$ cat src/rtl/pmu_pkg.sv
package pmu_pkg;
  localparam int BUS_W   = 32;
  localparam int ADDR_W  = 4;
  localparam int CTRL_W  = 6;
  localparam int CYC_BIT = 31;

  typedef enum logic [ADDR_W-1:0] {
    RA_CTRL  = 4'd0,
    RA_ENSET = 4'd1,
    RA_ENCLR = 4'd2,
    RA_SEL   = 4'd3,
    RA_ETYPE = 4'd4,
    RA_ECNT  = 4'd5,
    RA_CCNT  = 4'd6
  } reg_addr_e;

  localparam int CB_RUN   = 0;
  localparam int CB_EVCLR = 1;
  localparam int CB_CYCLR = 2;
  localparam int CB_DIV   = 3;
endpackage

$ cat src/rtl/pmu_rst_sync.sv
module pmu_rst_sync (
  input  logic clk,
  input  logic rst_n_in,
  output logic rst_n_out
);
  logic [1:0] sync_q;

  always_ff @(posedge clk or negedge rst_n_in) begin
    if (!rst_n_in) sync_q <= 2'b00;
    else           sync_q <= {sync_q[0], 1'b1};
  end

  assign rst_n_out = sync_q[1];
endmodule

$ cat src/rtl/pmu_evt_ctr.sv
module pmu_evt_ctr #(
  parameter int CNT_W  = 32,
  parameter int EVT_W  = 16,
  parameter int TYPE_W = 8,
  parameter int BUS_W  = 32
) (
  input  logic              clk,
  input  logic              rst_n,
  input  logic              clr,
  input  logic              type_wr,
  input  logic              cnt_wr,
  input  logic [BUS_W-1:0]  wdata,
  input  logic              run,
  input  logic [EVT_W-1:0]  evt_in,
  output logic [CNT_W-1:0]  cnt_o,
  output logic [TYPE_W-1:0] type_o
);
  localparam int IDX_W = (EVT_W > 1) ? $clog2(EVT_W) : 1;

  logic [CNT_W-1:0]  cnt_q, cnt_d;
  logic [TYPE_W-1:0] type_q;
  logic              in_range, hit, cnt_en;

  always_comb begin
    in_range = (type_q < TYPE_W'(EVT_W));
    hit      = in_range && evt_in[type_q[IDX_W-1:0]];
    cnt_en   = clr || cnt_wr || (run && hit);
    if (clr)         cnt_d = '0;
    else if (cnt_wr) cnt_d = wdata[CNT_W-1:0];
    else             cnt_d = cnt_q + 1'b1;
  end

  always_ff @(posedge clk or negedge rst_n) begin
    if (!rst_n) begin
      cnt_q  <= '0;
      type_q <= '0;
    end else begin
      if (cnt_en)  cnt_q  <= cnt_d;
      if (type_wr) type_q <= wdata[TYPE_W-1:0];
    end
  end

  assign cnt_o  = cnt_q;
  assign type_o = type_q;
endmodule

$ cat src/rtl/pmu_cyc_ctr.sv
module pmu_cyc_ctr #(
  parameter int CNT_W    = 32,
  parameter int DIV_LOG2 = 6
) (
  input  logic             clk,
  input  logic             rst_n,
  input  logic             clr,
  input  logic             wr,
  input  logic [CNT_W-1:0] wdata,
  input  logic             step,
  input  logic             div_mode,
  output logic [CNT_W-1:0] cnt_o
);
  logic [CNT_W-1:0]    cnt_q, cnt_d;
  logic [DIV_LOG2-1:0] div_q, div_d;
  logic                adv, cnt_en, div_en;

  always_comb begin
    adv    = step && (!div_mode || (&div_q));
    cnt_en = clr || wr || adv;
    div_en = clr || wr || (step && div_mode);
    if (clr)     cnt_d = '0;
    else if (wr) cnt_d = wdata;
    else         cnt_d = cnt_q + 1'b1;
    if (clr || wr) div_d = '0;
    else           div_d = div_q + 1'b1;
  end

  always_ff @(posedge clk or negedge rst_n) begin
    if (!rst_n) begin
      cnt_q <= '0;
      div_q <= '0;
    end else begin
      if (cnt_en) cnt_q <= cnt_d;
      if (div_en) div_q <= div_d;
    end
  end

  assign cnt_o = cnt_q;
endmodule

$ cat src/rtl/pmu_core.sv
module pmu_core
  import pmu_pkg::*;
#(
  parameter int NUM_EVT  = 4,
  parameter int CNT_W    = 32,
  parameter int EVT_W    = 16,
  parameter int TYPE_W   = 8,
  parameter int DIV_LOG2 = 6
) (
  input  logic              clk,
  input  logic              rst_n,
  input  logic [ADDR_W-1:0] bus_addr,
  input  logic              bus_wr,
  input  logic [BUS_W-1:0]  bus_wdata,
  output logic [BUS_W-1:0]  bus_rdata,
  input  logic [EVT_W-1:0]  evt_in,
  input  logic              cyc_tick
);
  localparam int SEL_W = (NUM_EVT > 1) ? $clog2(NUM_EVT) : 1;

  logic rst_sn;
  pmu_rst_sync u_rst (.clk(clk), .rst_n_in(rst_n), .rst_n_out(rst_sn));

  logic wr_ctrl, wr_set, wr_clr, wr_sel, wr_etype, wr_ecnt, wr_ccnt;
  always_comb begin
    wr_ctrl  = bus_wr && (bus_addr == RA_CTRL);
    wr_set   = bus_wr && (bus_addr == RA_ENSET);
    wr_clr   = bus_wr && (bus_addr == RA_ENCLR);
    wr_sel   = bus_wr && (bus_addr == RA_SEL);
    wr_etype = bus_wr && (bus_addr == RA_ETYPE);
    wr_ecnt  = bus_wr && (bus_addr == RA_ECNT);
    wr_ccnt  = bus_wr && (bus_addr == RA_CCNT);
  end

  logic [CTRL_W-1:0]  ctrl_q, ctrl_d;
  logic [NUM_EVT-1:0] een_q, een_d;
  logic               cen_q, cen_d;
  logic [SEL_W-1:0]   sel_q;
  logic               en_wr, evt_clr, cyc_clr, glob_en;

  always_comb begin
    ctrl_d           = bus_wdata[CTRL_W-1:0];
    ctrl_d[CB_EVCLR] = 1'b0;
    ctrl_d[CB_CYCLR] = 1'b0;
    evt_clr = wr_ctrl && bus_wdata[CB_EVCLR];
    cyc_clr = wr_ctrl && bus_wdata[CB_CYCLR];
    en_wr   = wr_set || wr_clr;
    een_d   = een_q;
    cen_d   = cen_q;
    if (wr_set) begin
      een_d = een_q | bus_wdata[NUM_EVT-1:0];
      cen_d = cen_q | bus_wdata[CYC_BIT];
    end else if (wr_clr) begin
      een_d = een_q & ~bus_wdata[NUM_EVT-1:0];
      cen_d = cen_q & ~bus_wdata[CYC_BIT];
    end
  end

  always_ff @(posedge clk or negedge rst_sn) begin
    if (!rst_sn) begin
      ctrl_q <= '0;
      een_q  <= '0;
      cen_q  <= 1'b0;
      sel_q  <= '0;
    end else begin
      if (wr_ctrl) ctrl_q <= ctrl_d;
      if (en_wr) begin
        een_q <= een_d;
        cen_q <= cen_d;
      end
      if (wr_sel) sel_q <= bus_wdata[SEL_W-1:0];
    end
  end

  assign glob_en = ctrl_q[CB_RUN];

  logic [CNT_W-1:0]         evt_cnt  [NUM_EVT];
  logic [TYPE_W-1:0]        evt_type [NUM_EVT];
  logic [NUM_EVT*CNT_W-1:0] evt_flat;

  for (genvar g = 0; g < NUM_EVT; g++) begin : g_evt
    logic hit_sel;
    assign hit_sel = (sel_q == SEL_W'(g));
    pmu_evt_ctr #(
      .CNT_W(CNT_W), .EVT_W(EVT_W), .TYPE_W(TYPE_W), .BUS_W(BUS_W)
    ) u_evt (
      .clk(clk), .rst_n(rst_sn), .clr(evt_clr),
      .type_wr(wr_etype && hit_sel), .cnt_wr(wr_ecnt && hit_sel),
      .wdata(bus_wdata), .run(glob_en && een_q[g]), .evt_in(evt_in),
      .cnt_o(evt_cnt[g]), .type_o(evt_type[g])
    );
    assign evt_flat[g*CNT_W +: CNT_W] = evt_cnt[g];
  end

  logic [CNT_W-1:0] cyc_cnt;
  pmu_cyc_ctr #(.CNT_W(CNT_W), .DIV_LOG2(DIV_LOG2)) u_cyc (
    .clk(clk), .rst_n(rst_sn), .clr(cyc_clr), .wr(wr_ccnt),
    .wdata(bus_wdata[CNT_W-1:0]), .step(glob_en && cen_q && cyc_tick),
    .div_mode(ctrl_q[CB_DIV]), .cnt_o(cyc_cnt)
  );

  always_comb begin
    bus_rdata = '0;
    case (bus_addr)
      RA_CTRL:  bus_rdata[CTRL_W-1:0] = ctrl_q;
      RA_ENSET, RA_ENCLR: begin
        bus_rdata[NUM_EVT-1:0] = een_q;
        bus_rdata[CYC_BIT]     = cen_q;
      end
      RA_SEL:   bus_rdata[SEL_W-1:0]  = sel_q;
      RA_ETYPE: bus_rdata[TYPE_W-1:0] = evt_type[sel_q];
      RA_ECNT:  bus_rdata[CNT_W-1:0]  = evt_cnt[sel_q];
      RA_CCNT:  bus_rdata[CNT_W-1:0]  = cyc_cnt;
      default:  bus_rdata = '0;
    endcase
  end
endmodule

$ cat config.mk
export PLATFORM = sky130hd
export DESIGN_NAME = pmu_core
export DESIGN_NICKNAME = d
export VERILOG_FILES = /design/src/rtl/pmu_pkg.sv /design/src/rtl/pmu_rst_sync.sv /design/src/rtl/pmu_evt_ctr.sv /design/src/rtl/pmu_cyc_ctr.sv /design/src/rtl/pmu_core.sv
export SDC_FILE = /design/constraint.sdc
export NUM_CORES = 1
export LEC_CHECK = 0
export ABC_AREA = 1
export BUFFER_PORTS_ARGS = -buffer_cell sky130_fd_sc_hd__buf_4
export CORE_MARGIN = 3
export CORE_UTILIZATION = 30
export CTS_CLUSTER_DIAMETER = 150
export DETAILED_ROUTE_END_ITERATION = 16
export MAX_ROUTING_LAYER = met4
export PLACE_DENSITY_LB_ADDON = 0.12
export SKIP_LAST_GASP = 1
export SYNTH_ARGS = -nofsm -noshare
export SYNTH_HDL_FRONTEND = slang
export SYNTH_HIERARCHICAL = 1
export SYNTH_SLANG_ARGS = --single-unit
$ cat constraint.sdc
create_clock -name clk -period 8.1 [get_ports clk]
set_input_delay 1.62 -clock clk [delete_from_list [all_inputs] [get_ports clk]]
set_output_delay 1.62 -clock clk [all_outputs]
set_load 0.02 [all_outputs]
==> summary.md, run 1 <==
* finished, final reports clean — result of the run
* sky130_fd_sc_hd__dfrtp_1 — Yosys top cell by area
* built — CTS tree
* 82,370 µm — aggregate routed wire length
* 14.45% — fraction of final layout cells sized beyond drive strength 1
* 3,062 — Total Nets Final
* simple AND/OR/NAND/NOR gates — combinational family with the most area after synthesis
* 1.790% — Synth Area in XOR/XNOR
* 155.3 µV — VDD IR-drop max
* 3,045 — syn_nets
* 6.48 ns — worst endpoint required time
* 6.233 µm² — syn avg cell area
* 3.595 mW — total power
* sky130_fd_sc_hd__dfrtp_1 — prevailing post-synth register cell
* 33.71% — core occupancy in the finished layout
* 1,988 — count of routing violations after the opening detailed-route iteration
* 182.0 MHz — Fmax
* 5.495 ns — time the final worst path needs with I/O delays and setup
* 33 — critical path fanouts, max
* input pin — type of element launching the critical path
* 6,752 — number of inserted filler cells in the final layout
* 18,660 — via count of the first global-routing pass
* 109 — pin count of the biggest net entering global routing
* 3 — maximum count of clock buffers along a single path
* 5 — number of buffers and inverters on the critical path
* 0 — final antenna diode count
* sky130_fd_sc_hd__dfrtp_1 (28%), sky130_fd_sc_hd__nand2_1 (25%), sky130_fd_sc_hd__nand3_1 (9.8%) — leading cell types by total area after synthesis
* 13.64% — Max-Slew Margin vs Limit
* 2,983 — Cells after Synth
* 25.80% — GRT Util Overall
* 0 — final routed DRC violation total
* 5 — Pre-antenna DRT Iters
* 0.9490 — routability cong.
* 0.01772 ns — worst clock skew on the final layout
* sky130_fd_sc_hd__nor2_4 — cell with the largest stage delay on the worst path
* 5.252 — detailed-route vias per instance
* sky130_fd_sc_hd__clkbuf_16 — CTS Root Buffer Type
* 67.84% — crit share post-route
* 211 — clk sink count
* 59,410 µm — DP HPWL
* buf_4 -> inv_1 -> nor2_4 -> inv_2 -> nor3_4 -> buf_4 -> o21ai_0 -> nand3_1 -> buf_4 — CP cell instances
* 55.77% — synthesized-area fraction occupied by and/or/nand/nor cells
* 0 — final hold violation count
* no — unrepaired setup endpoints after global routing
* 10.25% — area added between synthesis and finish
* 9.071 nW — Static Leakage
* 100.0% — share of synthesized flip-flops with an asynchronous set or reset
* 4.751% — share of the synthesized area in compound gates (AO/OA/AOI/OAI)
* 0 — final antenna-violating net count
* 65,000 µm² — Die Footprint
* 60,810 µm² — Core Footprint
* output pin — CP Capture Type
* 6 — warning count from the yosys run
* 0.4037% — adder and majority gate portion of the synthesized area
* 3.88 ns — Arrival @ worst endpoint
* 0 — number of synthesized flops with an enable pin
* input pin to output pin — startpoint-to-endpoint class of the critical path
* 0 — final count of negative-setup-slack endpoints
* simple AND/OR/NAND/NOR gates — kind of cell with the highest combined delay on the critical path
* 4 — initial antenna violation count
* 90 — number of core rows
* 19,950 — via count
* 211 — number of storage elements in the synthesis netlist
* sky130_fd_sc_hd__nand2_1 (1,222), sky130_fd_sc_hd__nand3_1 (365), sky130_fd_sc_hd__nor2_1 (329), sky130_fd_sc_hd__dfrtp_1 (210), sky130_fd_sc_hd__inv_1 (154) — most frequent cells in the layout
* 0 — total of hold buffers inserted after clock tree synthesis
* 29 — number of CTS-inserted buffers
* sky130_fd_sc_hd__nand2_1 — most common cell after layout, fill and taps aside
* 1.294 ns — slew at the pin closest to its max-slew limit
* 175.4 nW/µm² — Power per Cell Area
* 0 — Max-Cap Viols
* 88 — Top-Level Pins
* 0.06 ns — clock-pin slew of the registers on the worst-case setup and hold paths
* 0.58 ns — latest clock arrival within the worst-skew pair
* 121,900 µm — wire length of the first global-routing pass
* 44 — Yosys cell types
* 0 ns — aggregate negative setup slack
* 0 — global route overflow
* sky130_fd_sc_hd__buf_4 — Most common cell on crit path
* 28.40% — sequential fraction of the synthesis area
* 87 — quantity of I/O buffers inserted on ports
* 255.0 µm — Die Y
* 255.0 µm — die extent in x
* 0 — number of buffers inserted by post-CTS setup repair
* 21.68 µm — wire length per cell after detailed routing
* 0 — # resized after CTS
* 30.58% — effective utilization at floorplan
* register to register — path category of the worst min-delay check
* 1 — number of H-tree levels
* 0.5383% — post-synthesis mux area share
* 28.40% — area share of the largest cell type after synthesis
* 18,590 µm² — post-synth design cell area
* 0.63 ns — Max stage delay on crit path
* 0 — Slew Limit Fails
==> power by group <==
group	switching [mW]	leakage [nW]	internal, mW	total (mW)
clock network	0.534	0.460	0.745	1.28
registers	0.280	2.79	1.20	1.48
logic	0.557	5.82	0.282	0.839
==> cell type report <==
| class | count | area [µm²] | area share, % |
|---|---|---|---|
| Multi-Input combinational cell | 2465 | 11790 | 57.50 |
| Inverter | 189 | 739.5 | 3.607 |
| Sequential cell | 211 | 5284 | 25.77 |
| Clock buffer | 43 | 888.4 | 4.333 |
| Clock inverter | 5 | 28.78 | 0.1404 |
| Tap cell | 782 | 978.4 | 4.773 |
| Timing Repair Buffer | 104 | 793.3 | 3.869 |
==> cells by family after synthesis <==
group,Yosys count
XOR/XNOR,38
AO/OA/AOI/OAI,167
flip-flops,211
AND/OR/NAND/NOR,2244
adder cells (fa/ha/maj),6
other,1
multiplexers,9
buffers and inverters,307
==> through the flow <==
stage / area (µm²) / hold slack [ns] / std cells / setup slack [ns]
floorplan: 18590 / 0.3312 / 2983 / 1.785
global placement: 19580 / 0.3374 / 3751 / 2.643
detailed placement: 19580 / 0.3371 / 3751 / 2.619
CTS: 20500 / 0.3546 / 3799 / 2.615
global route: 20500 / 0.3646 / 3799 / 2.435
finish: 20500 / 0.3533 / 3799 / 2.605
==> final timing paths <==
kind	start	to	slack, ns	cells after the start
hold reg to reg	u_rst/sync_q[0]	u_rst/sync_q[1]	0.35	0
setup / recovery	bus_addr[2]	bus_rdata[7]	2.60	9
min in group asynchronous	u_rst/sync_q[1]	g_evt[1].u_evt/type_o[1]	0.37	0
hold / removal	u_rst/sync_q[0]	u_rst/sync_q[1]	0.35	0
setup reg to reg	sel_q[1]	g_evt[2].u_evt/cnt_o[17]	4.73	10
max in group asynchronous	u_rst/sync_q[1]	g_evt[2].u_evt/cnt_o[22]	6.35	1
==> worst register-to-register path, stage by stage (launching register included) <==
cell                      delay [ns]
sky130_fd_sc_hd__dfrtp_1        0.54
sky130_fd_sc_hd__inv_1          0.46
sky130_fd_sc_hd__nor2_4         0.03
sky130_fd_sc_hd__buf_4          0.28
sky130_fd_sc_hd__inv_1          0.16
sky130_fd_sc_hd__nor2_2         0.05
sky130_fd_sc_hd__buf_4          0.25
sky130_fd_sc_hd__nor2_4         0.84
sky130_fd_sc_hd__nand2_8        0.39
sky130_fd_sc_hd__nand2_1        0.20
sky130_fd_sc_hd__nand2_1        0.06
==> flip-flops by register name, summed over array words and instances (netlist names), named ones only <==
signal,flops
ctrl_q,4
g_evt.u_evt/cnt_o,128
g_evt.u_evt/type_o,32
sel_q,2
u_cyc/cnt_o,32
u_cyc/div_q,6
u_rst/sync_q,2
==> cells in the mapped netlist (30+ instances only) <==
library cell and number:
sky130_fd_sc_hd__nand3_1 365, sky130_fd_sc_hd__o21ai_0 87, sky130_fd_sc_hd__nand2_1 1222, sky130_fd_sc_hd__nand2_2 39
sky130_fd_sc_hd__dfrtp_1 211, sky130_fd_sc_hd__xor2_1 30, sky130_fd_sc_hd__nor2_2 52, sky130_fd_sc_hd__buf_2 45
sky130_fd_sc_hd__a21oi_1 36, sky130_fd_sc_hd__nand3_2 109, sky130_fd_sc_hd__nand4_1 37, sky130_fd_sc_hd__clkbuf_1 32
sky130_fd_sc_hd__nor2_1 334, sky130_fd_sc_hd__inv_1 155
==> per-layer routing <==
layer | global-route usage, % | vias to the layer above | share of wire [%]
met3 | 3.363 | 125 | 6.3
met2 | 38.75 | 690 | 43
met1 | 35.52 | 9590 | 46
met5 | - | - | 0
met4 | 9.366 | 0 | 4.3
li1 | - | 9548 | -
(Power assumes the default switching activity.)
==> run 2: changes to the inputs <==
--- a/config.mk
+++ b/config.mk
@@ -5,7 +5,7 @@
 export SDC_FILE = /design/constraint.sdc
 export NUM_CORES = 1
 export LEC_CHECK = 0
-export ABC_AREA = 1
+export ABC_AREA = 0
 export BUFFER_PORTS_ARGS = -buffer_cell sky130_fd_sc_hd__buf_4
 export CORE_MARGIN = 3
 export CORE_UTILIZATION = 30
==> constraint.sdc (replaced) <==
create_clock -name clk -period 5 [get_ports clk]
set_input_delay 1 -clock clk [delete_from_list [all_inputs] [get_ports clk]]
set_output_delay 1 -clock clk [all_outputs]
set_load 0.02 [all_outputs]
==> summary.md, run 2 <==
* 34.86% — core occupancy in the finished layout, was 33.71%
* 0 — number of synthesized flops with an enable pin, unchanged
* 1,023 — count of routing violations after the opening detailed-route iteration, was 1,988
* 0.5005% — adder and majority gate portion of the synthesized area, was 0.4037%
* 9.861 µm² — syn avg cell area, was 6.233 µm²
* 0.57 ns — latest clock arrival within the worst-skew pair, was 0.58 ns
* 211 — number of storage elements in the synthesis netlist, unchanged
* 81.53% — crit share post-route
* 6 — warning count from the yosys run, unchanged
* 0 — total of hold buffers inserted after clock tree synthesis, unchanged
* 0.06 ns — clock-pin slew of the registers on the worst-case setup and hold paths, about the same
* no — unrepaired setup endpoints after global routing, unchanged
* register — type of element launching the critical path, was input pin
* 1,521 — Cells after Synth, was 2,983
* 85,970 µm — wire length of the first global-routing pass, was 121,900 µm
* 25.41 µm — wire length per cell after detailed routing, was 21.68 µm
* 49,150 µm² — Core Footprint, was 60,810 µm²
* 3 — maximum count of clock buffers along a single path, unchanged
* sky130_fd_sc_hd__dfrtp_1 (35%), sky130_fd_sc_hd__mux4_2 (7.2%), sky130_fd_sc_hd__a211oi_1 (6.5%) — leading cell types by total area after synthesis, was sky130_fd_sc_hd__dfrtp_1 (28%), sky130_fd_sc_hd__nand2_1 (25%), sky130_fd_sc_hd__nand3_1 (9.8%)
* finished, final reports clean — result of the run, unchanged
* 52,710 µm² — Die Footprint, was 65,000 µm²
* 14.23% — area added between synthesis and finish, was 10.25%
* compound AO/OA/AOI/OAI gates — combinational family with the most area after synthesis, was simple AND/OR/NAND/NOR gates
* 128 — number of flip-flops under the largest register name, unchanged
* 0 — final routed DRC violation total, unchanged
* 41,770 µm — DP HPWL, was 59,410 µm
* 20.30% — share of the synthesized area in compound gates (AO/OA/AOI/OAI), was 4.751%
* 29 — number of CTS-inserted buffers, unchanged
* 69 — Yosys cell types, was 44
* 5.722 — detailed-route vias per instance, was 5.252
* sky130_fd_sc_hd__dfrtp_1 (208), sky130_fd_sc_hd__nor2_1 (159), sky130_fd_sc_hd__a211oi_1 (129), sky130_fd_sc_hd__buf_4 (117), sky130_fd_sc_hd__nand2_1 (108) — most frequent cells in the layout, was sky130_fd_sc_hd__nand2_1 (1,222), sky130_fd_sc_hd__nand3_1 (365), sky130_fd_sc_hd__nor2_1 (329), sky130_fd_sc_hd__dfrtp_1 (210), sky130_fd_sc_hd__inv_1 (154)
* 5 — Pre-antenna DRT Iters, unchanged
* 0 — Slew Limit Fails, unchanged
* 211 — clk sink count, unchanged
* 81 — number of core rows, was 90
* register to output pin — startpoint-to-endpoint class of the critical path, was input pin to output pin
* 0 — # resized after CTS, unchanged
* 7.767% — Synth Area in XOR/XNOR, was 1.790%
* sky130_fd_sc_hd__dfrtp_1 — prevailing post-synth register cell, unchanged
* sky130_fd_sc_hd__clkbuf_16 — CTS Root Buffer Type, unchanged
* 3.08 ns — Arrival @ worst endpoint, was 3.88 ns
* 35.20% — sequential fraction of the synthesis area, was 28.40%
* 30.51% — effective utilization at floorplan, was 30.58%
* sky130_fd_sc_hd__dfrtp_1 — most frequent cell after synthesis, was sky130_fd_sc_hd__nand2_1
* sky130_fd_sc_hd__dfrtp_1 — most common cell after layout, fill and taps aside, was sky130_fd_sc_hd__nand2_1
* 1.136 ns — post-placement worst setup slack, was 2.619 ns
* 1,619 — Total Nets Final, was 3,062
* 3 — initial antenna violation count, was 4
* 4.077 ns — time the final worst path needs with I/O delays and setup
* 15,000 µm² — post-synth design cell area, was 18,590 µm²
* 8921 µm² — area occupied by multi-input gates, was 11,790 µm²
* sky130_fd_sc_hd__dfrtp_1 (211), sky130_fd_sc_hd__nor2_1 (159), sky130_fd_sc_hd__a211oi_1 (129) — ranking of synthesized cells by instance count, was sky130_fd_sc_hd__nand2_1 (1,222), sky130_fd_sc_hd__nand3_1 (365), sky130_fd_sc_hd__nor2_1 (334)
* built — CTS tree, unchanged
* 28.90% — Max-Slew Margin vs Limit, was 13.64%
* 268.8 µV — VDD IR-drop max, was 155.3 µV
* 0 — final antenna-violating net count, unchanged
* 4.00 ns — worst endpoint required time, was 6.48 ns
* 0 ns — aggregate negative setup slack, unchanged
* 1 — number of H-tree levels, unchanged
* 229.6 µm — Die Y, was 255.0 µm
* 0.2037 ns — Min Hold Slack, was 0.3533 ns
* 0 — final hold violation count, unchanged
* 12,650 — via count of the first global-routing pass, was 18,660
* 407.2 nW/µm² — Power per Cell Area, was 175.4 nW/µm²
* 0 — number of buffers inserted by post-CTS setup repair, unchanged
* 88 — Top-Level Pins, unchanged
* output pin — CP Capture Type, unchanged
* 21.84% — fraction of final layout cells sized beyond drive strength 1, was 14.45%
* input pin to async pin — path category of the worst min-delay check, was register to register
* sky130_fd_sc_hd__dfrtp_1 — Yosys top cell by area, unchanged
* 0.9234 ns — setup ws final, was 2.605 ns
* 0.01859 ns — worst clock skew on the final layout, was 0.01772 ns
* 57,030 µm — aggregate routed wire length, was 82,370 µm
* 0 — final count of negative-setup-slack endpoints, unchanged
* 0 — Max-Cap Viols, unchanged
* 87 — quantity of I/O buffers inserted on ports, unchanged
* 5286 µm² — storage element area, was 5284 µm²
* 0 — global route overflow, unchanged
* 18.70% — synthesized-area fraction occupied by and/or/nand/nor cells, was 55.77%
* 98 — pin count of the biggest net entering global routing, was 109
* 1,583 — syn_nets, was 3,045
* 229.6 µm — die extent in x, was 255.0 µm
* 100.0% — share of synthesized flip-flops with an asynchronous set or reset, unchanged
* 1.064 ns — slew at the pin closest to its max-slew limit, was 1.294 ns
* 245.3 MHz — Fmax
* 0.9142 — routability cong., was 0.9490
* 35.20% — area share of the largest cell type after synthesis, was 28.40%
* 23 — critical path fanouts, max, was 33
* 5,009 — number of inserted filler cells in the final layout, was 6,752
* 21.96% — GRT Util Overall, was 25.80%
* 12,840 — via count, was 19,950
* 6.182 nW — Static Leakage, was 9.071 nW
* 11.86% — post-synthesis mux area share, was 0.5383%
* 0 — final antenna diode count, unchanged
## run 2: per-layer routing
layer	part of all wire (%)	GRT usage [%]
met1	47	31.33
met2	46	33.42
met5	0	-
met4	2.8	6.059
met3	4.3	1.891
## run 2: kinds of logic after synthesis
| kind of cell | count (synthesis) |
|---|---|
| other cells | 1 |
| mux | 111 |
| flops | 211 |
| xor+xnor | 133 |
| fa+ha+maj | 6 |
| compound gates | 367 |
| buf+inv | 151 |
| simple gates | 541 |
## run 2: stage by stage
step | total power [mW] | instances | area [µm²]
final | 6.977 | 2244 | 17130
after detailed placement | 4.711 | 2190 | 16100
after global routing | 7.316 | 2244 | 17130
after floorplan | 3.961 | 1521 | 15000
after global placement | 4.708 | 2190 | 16100
after CTS | 7.024 | 2244 | 17130
## run 2: area by class of cell
cell class | instances | share of cell area, %
sequential | 211 | 30.86
inverter | 37 | 0.8106
tap | 664 | 4.849
timing repair buffer | 119 | 5.360
multi-input combinational | 1159 | 52.07
clock inverter | 7 | 0.9567
clock buffer | 47 | 5.097
## run 2: path summary, 6_finish.rpt
kind                                          startpoint  slack [ns]                  endpoint  cells past startpoint
worst max register to register  g_evt[0].u_evt/type_o[6]        1.69  g_evt[0].u_evt/cnt_o[31]                      7
max in group asynchronous                u_rst/sync_q[1]        3.39  g_evt[3].u_evt/cnt_o[15]                      1
min in group clk                         u_rst/sync_q[0]        0.35           u_rst/sync_q[1]                      0
worst min-delay path                               rst_n        0.20           u_rst/sync_q[1]                      1
worst min register to register           u_rst/sync_q[0]        0.35           u_rst/sync_q[1]                      0
worst max-delay path                            sel_q[0]        0.92              bus_rdata[5]                      5
## run 2: report_power, final
part,total (mW),leakage [nW],internal (mW),switching [mW]
combinational,1.85,2.99,0.900,0.946
sequential,2.86,2.68,2.10,0.762
clock,2.27,0.506,1.44,0.825
## run 2: critical path, stage by stage, from the launching register on
cell	delay, ns
sky130_fd_sc_hd__dfrtp_2	0.85
sky130_fd_sc_hd__buf_4	0.37
sky130_fd_sc_hd__mux4_2	0.56
sky130_fd_sc_hd__a22oi_1	0.37
sky130_fd_sc_hd__o31ai_1	0.16
sky130_fd_sc_hd__buf_4	0.19
